`config.mk`:
```
export PLATFORM = sky130hd
export DESIGN_NAME = pid_duty_ctrl
export DESIGN_NICKNAME = d
export VERILOG_FILES = /design/src/rtl/pid_duty_ctrl.sv
export SDC_FILE = /design/constraint.sdc
export NUM_CORES = 1
export LEC_CHECK = 0
export BUFFER_PORTS_ARGS = -buffer_cell sky130_fd_sc_hd__buf_2
export CAP_MARGIN = 40
export CELL_PAD_IN_SITES_DETAIL_PLACEMENT = 2
export CELL_PAD_IN_SITES_GLOBAL_PLACEMENT = 2
export CORE_UTILIZATION = 41
export CTS_CLUSTER_SIZE = 25
export DETAILED_ROUTE_END_ITERATION = 16
export PLACE_DENSITY_LB_ADDON = 0.1
export SYNTH_ARGS = -nofsm -noshare
export SYNTH_HDL_FRONTEND = slang
export SYNTH_SLANG_ARGS = --single-unit
```
`constraint.sdc`:
```
create_clock -name clk_i -period 12.8 [get_ports clk_i]
set_input_delay 1.92 -clock clk_i [delete_from_list [all_inputs] [get_ports clk_i]]
set_output_delay 1.92 -clock clk_i [all_outputs]
set_load 0.05 [all_outputs]
```
`src/rtl/pid_duty_ctrl.sv`:
```
module pid_duty_ctrl #(
  parameter int EW = 8,
  parameter int DW = 10,
  parameter int GW = 8,
  parameter int FB = 2,
  parameter int IW = 16
) (
  input  logic                 clk_i,
  input  logic                 rst_i,
  input  logic                 stb_i,
  input  logic signed [EW-1:0] err_i,
  input  logic        [DW-1:0] ref_i,
  input  logic        [GW-1:0] kp_i,
  input  logic        [GW-1:0] kd_i,
  input  logic        [FB:0]   ki_i,
  output logic        [DW-1:0] duty_o
);
  localparam int SW = GW + IW + DW + 4;
  localparam logic [FB:0] KI_ONE = (FB+1)'(1) << FB;
  localparam logic signed [SW-1:0] IMAX = {{(SW-IW+1){1'b0}}, {(IW-1){1'b1}}};
  localparam logic signed [SW-1:0] IMIN = ~IMAX;
  localparam logic signed [SW-1:0] DMAX = {{(SW-DW){1'b0}}, {DW{1'b1}}};
  localparam logic signed [SW-1:0] HALF = SW'(1) <<< (FB-1);

  logic signed [EW-1:0] e_prev;
  logic signed [IW-1:0] integ;
  logic        [DW-1:0] duty_q;

  logic signed [SW-1:0] e_x, d_x, i_sum, i_nx, ki_x, sum, rnd;
  logic        [DW-1:0] duty_nx;
  logic                 e_pos, e_neg, freeze;

  assign e_neg  = err_i[EW-1];
  assign e_pos  = !err_i[EW-1] && (err_i != '0);
  assign freeze = (duty_q == '1 && e_pos) || (duty_q == '0 && e_neg);

  assign e_x   = SW'(err_i);
  assign d_x   = e_x - SW'(e_prev);
  assign i_sum = SW'(integ) + e_x;
  assign ki_x  = (ki_i > KI_ONE) ? $signed(SW'(KI_ONE)) : $signed(SW'(ki_i));

  always_comb begin
    if (freeze)             i_nx = SW'(integ);
    else if (i_sum > IMAX)  i_nx = IMAX;
    else if (i_sum < IMIN)  i_nx = IMIN;
    else                    i_nx = i_sum;
  end

  assign sum = ($signed(SW'(ref_i)) <<< FB)
             + $signed(SW'(kp_i)) * e_x
             + $signed(SW'(kd_i)) * d_x
             + ki_x * i_nx;
  assign rnd = (sum + HALF) >>> FB;

  always_comb begin
    if (rnd < 0)         duty_nx = '0;
    else if (rnd > DMAX) duty_nx = '1;
    else                 duty_nx = rnd[DW-1:0];
  end

  always_ff @(posedge clk_i) begin
    if (rst_i) begin
      e_prev <= '0;
      integ  <= '0;
      duty_q <= '0;
    end else if (stb_i) begin
      e_prev <= err_i;
      integ  <= i_nx[IW-1:0];
      duty_q <= duty_nx;
    end
  end

  assign duty_o = duty_q;
endmodule

```
### Yosys cells after proc, flatten, opt, wreduce, memory -nomap -nowiden

Index checks and enable logic that the tools add are counted.

* register bits: 34
* input port bits: 40
* output and inout bits: 10
* logic and storage cells: 31

* $add $sub $neg: 6
* $mul: 3
* order comparisons: 5
* equal/unequal tests: 1
* multiplexer cells: 6
* reductions and logical operators: 7

Operators with widths (count)
* 2-to-1 mux 38 bit: 3
* adder 19 x 38 -> 38 bit: 1
* adder 38 x 3 -> 38 bit (second input constant): 1
* multiplier 4 x 38 -> 38 bit: 1
* greater-than comparator 36 x 11 -> 1 bit (second input constant): 1
* less-than comparator 36 x 1 -> 1 bit (second input constant): 1
* 2-to-1 mux 10 bit: 2
* adder 18 x 18 -> 19 bit: 1
* adder 13 x 17 -> 18 bit: 1
* multiplier 9 x 9 -> 18 bit: 1
* adder 16 x 8 -> 17 bit: 1
* greater-than comparator 17 x 16 -> 1 bit (second input constant): 1
* less-than comparator 17 x 16 -> 1 bit (second input constant): 1
* multiplier 9 x 8 -> 17 bit: 1
* == test 10 bit (second input constant): 1
* logical NOT 10 bit: 1
* subtractor 8 x 8 -> 9 bit: 1
* nonzero test 8 bit: 1
* greater-than comparator 3 bit (second input constant): 1
* logical AND 1 bit: 3
* 2-to-1 mux 3 bit: 1
* logical NOT 1 bit: 1
* logical OR 1 bit: 1

### Logic depth before layout (Yosys ltp)

* depth after elaboration: 11
* mapped depth: 35
* mapped depth without buffers: 33

### Least setup slack after synthesis

OpenSTA, ideal clock, no wires.

* kind: input port to flip-flop
* start: input err_i[1]
* end: register duty_q[0], in the netlist duty_o[0]
* library setup time: 0.135 ns
* data arrival time: 10.044 ns
* required time: 12.665 ns
* path slack: 2.621 ns
* stages on the path: 30
* buffers on the path: 1
* path through: ha_1 > a211oi_2 > o21bai_1 > a41o_1 > o2111a_2 > nor4_4 > nor2_2 > buf_6 > o31a_2 > nor2_1 > fa_1 > fa_1 > inv_1 > fa_1 > fa_1 > fa_1 > inv_1 > fa_1 > inv_1 > fa_1 > inv_1 > fa_1 > a21oi_1 > o221ai_1 > and3_1 > or3_1 > a22oi_1 > nand4_1 > nor4_4 > a21oi_1

* word-level cells in the longest chain between the ends: 11
* elaborated cells between the ends (all ways): 22
* classes of those cells: 6 x add/sub; 3 x mul; 4 x order compare; 5 x mux; 4 x reduce/logical

Ends and longest elaborated chain
* start, declared: RTL line 11 `input logic signed [EW-1:0] err_i,`
* adder 16 x 8 -> 17 bit or nonzero test 8 bit (tied branches): RTL line 39, 34
* less-than comparator 17 x 16 -> 1 bit or logical AND 1 bit (tied branches): RTL line 45, 34
* 2-to-1 mux 38 bit or logical AND 1 bit (tied branches): RTL line 45, 35
* 2-to-1 mux 38 bit or logical OR 1 bit (tied branches): RTL line 44, 35
* 2-to-1 mux 38 bit: RTL line 43 `if (freeze) i_nx = SW'(integ);`
* multiplier 4 x 38 -> 38 bit: RTL line 52 `+ ki_x * i_nx;`
* adder 19 x 38 -> 38 bit *: RTL line 52
* adder 38 x 3 -> 38 bit *: RTL line 53 `assign rnd = (sum + HALF) >>> FB;`
* greater-than comparator 36 x 11 -> 1 bit: RTL line 57 `else if (rnd > DMAX) duty_nx = '1;`
* 2-to-1 mux 10 bit: RTL line 57
* 2-to-1 mux 10 bit *: RTL line 56 `if (rnd < 0) duty_nx = '0;`
* end signal, assigned: RTL line 69 `duty_q <= duty_nx;`
* end, declared: RTL line 27 `logic [DW-1:0] duty_q;`

Mark *: on every way between the ends. The rest lies on a longest branch, timed or not.
A chain may end at the register's enable or synchronous reset.

### Worst setup path in the final report

* start: input err_i[0]
* end: register duty_q[4], in the netlist duty_o[4]

The elaborated chain is that of the path after synthesis.

==> impl_metrics.toml <==
[status]
outcome = "complete, no violations"

[critical_path]
max_stage_delay_ns = 0.62
critPathBufInv = 6
worst_ep_required_time_ns = 12.95
crit_slowest_cell = "o21ai_2"
rrSetupSlack_ns = 2.81
startpoint_type = "input port"
r2r-start = "integ[1]$_SDFFE_PP0P_"
path_common_cell = "fa_1"
critical_path_arrival_ns = 11.63
cp_max_fo = 17
critPathKind = "input port to register"
endpoint_kind = "register"
crit_path_start = "err_i[0]"
cp_top_family = "adder cells"

[global_routing]
grt_max_degree = 27
top_usage_layer = "met2"
grt_pass1_wl_mm = 55.66
antenna_found_initial = 1
met2_usage_pct = 49.61
use_met3_pct = 2.776
grtUsageMet1_pct = 35.44
overflow = 0
grt_pass1_vias = 9920
track_usage_pct = 28.06

[sta]
slew_headroom_pct = 41.15
grt_setup_unrepaired = "false"
worst_slew_pin_slew_ns = 0.8797
drv_slew = 0
finalSetupTns_ns = 0
final_hold_viol_count = 0
max_freq_mhz = 87.11
clock_skew_ns = 0.01385
period_needed_ns = 11.48
fin_crit_sh_pct = 89.68
finalSetupViolations = 0

[routing]
drtPass1Iterations = 5
first_iter_violations = 328
routed_wirelength_mm = 34.93
postRouteAntennaNets = 0
drc = 0
drt-vias-per-instance = 5.446
vias = 8507
wl_per_cell_um = 22.36

[synth]
ys.warnings.count = 0
synth_cells = 1202
synth_area_leaders = "fa_1, ha_1, inv_1, dfxtp_1, and2_1"
synth-seq-area-share_pct = 6.448
yosysTopAreaCellShare_pct = 33.38
synthesis.nets = 1556
ys.flop_type = "dfxtp_1"
ys_async_sr_fraction_pct = 0
ys_types = 72
avgSynthCellArea_um2 = 8.782
synth_seq_cells = 34
synth-edff-count = 0
synth_area_leader_cell = "fa_1"
netlist_area_um2 = 10560

[floorplan]
num_rows = 58
dieArea_um2 = 26390
fp.dieH_um = 162.5
start_util_pct = 41.80
core-area_um2 = 25250
io_pins = 50
die_w_um = 162.5

[cts]
cts-root-buf = "clkbuf_16"
ctsResizeCount = 0
tritoncts = "built"
post-cts-setup-buffers = 0
clk_latency_ns = 0.30
holdBufCountCts = 0
path_clk_slew_ns = 0.07
clock-sinks = 34
htree_levels = 2
cts_made_buffers = 5
clockBufferDepth = 2

[final_layout]
n_fill_cell = 2850
syn_to_final_growth_pct = 6.697
final_nets = 1584
final_util_pct = 44.60
drive_gt1_share_pct = 7.555
multi_input_area_um2 = 8753
seq_area_um2 = 680.7

[run]
maxCapViolCount = 0

[place]
place_hpwl_mm = 30.48
gp_congestion = 0.8628
port_buffers = 49

[worst_hold_path]
hold_path.class = "register to register"
worstHoldStart = "e_prev[4]$_SDFFE_PP0P_"
## cell families (layout without fill, tap and decap cells)
logic type / Yosys count / count (layout) / synth area share (%)
buf+inv: 291 / 320 / 10.70
flops: 34 / 34 / 6.448
xor+xnor: 24 / 24 / 1.991
mux: 26 / 26 / 2.536
simple gates: 332 / 332 / 16.76
fa+ha+maj: 318 / 318 / 50.11
other cells: 0 / 1 / 0
compound gates: 177 / 177 / 11.45
## metrics by stage
step                hold WS, ns  setup WS, ns  cells  area [µm²]
floorplan                0.4524         2.621   1202       10560
global placement         0.4743         1.315   1552       11100
detailed placement       0.4892         1.045   1553       11110
CTS                      0.5008         1.341   1561       11260
global route             0.5279        0.6724   1562       11260
finish                   0.5016         1.321   1562       11260
## cell usage in the layout, fill, tap and decap left out, drive strengths merged, types with 26 or more instances in the layout
cell type    n
and2        83
nor2        55
buf         57
inv        255
nand2b      26
fa         176
dfxtp       34
ha         138
o21ai       33
a21oi       47
nand2       78
## Yosys cell counts, types with 3 or more instances
library cell	number
mux2_2	6
nor2b_1	21
a21o_1	10
ha_1	138
nor4_1	4
o21bai_1	4
inv_1	255
nand3b_1	7
buf_6	3
a21oi_1	47
buf_2	3
or2_2	5
o21a_1	9
and2_1	83
a211oi_1	6
o21ai_1	4
nand2b_1	26
xnor2_1	19
and3_1	6
nand4_1	10
o221ai_1	3
or3_1	3
clkbuf_1	25
o2111ai_1	4
maj3_1	4
a31oi_1	8
mux2i_1	20
dfxtp_1	34
o211ai_1	10
a21boi_0	5
o31a_2	5
nor3_1	9
nor2_1	54
xor2_1	5
o21ai_0	27
nand2_1	77
fa_1	176
o211a_1	5
nand3_1	17
## worst register-to-register path: cells and delay by family (launching register included)
| family | cells | cell delay [ns] |
|---|---|---|
| flip-flops | 1 | 0.49 |
| AO/OA/AOI/OAI | 8 | 1.96 |
| adder cells (fa/ha/maj) | 9 | 4.28 |
| buffers and inverters | 5 | 0.50 |
| AND/OR/NAND/NOR | 8 | 2.61 |
## final cells by class
cell class	instances	area share [%]
Multi-Input combinational cell	877	77.72
Clock inverter	2	0.1111
Sequential cell	34	6.043
Inverter	255	8.498
Clock buffer	6	1.233
Timing Repair Buffer	57	2.711
Antenna cell	1	0.02222
Tap cell	330	3.666
## registers in the layout, summed over array words and instances (netlist names)
register	cells
duty_o	10
e_prev	8
integ	16
## final timing paths
check | end | depth (start not counted)
worst max-delay path | duty_o[4]$_SDFFE_PP0P_ | 32
worst max register to register | duty_o[4]$_SDFFE_PP0P_ | 30
worst min register to register | e_prev[4]$_SDFFE_PP0P_ | 2
worst min-delay path | e_prev[4]$_SDFFE_PP0P_ | 2
## routing by layer
layer / up-vias / wire (µm)
met5: - / 0
met4: 0 / 1164
met3: 61 / 768
met2: 128 / 17800
met1: 4411 / 15200
li1: 3907 / -
Power is not shown: default switching activity piles up to over one toggle a cycle in this logic, so the estimate is an artifact.
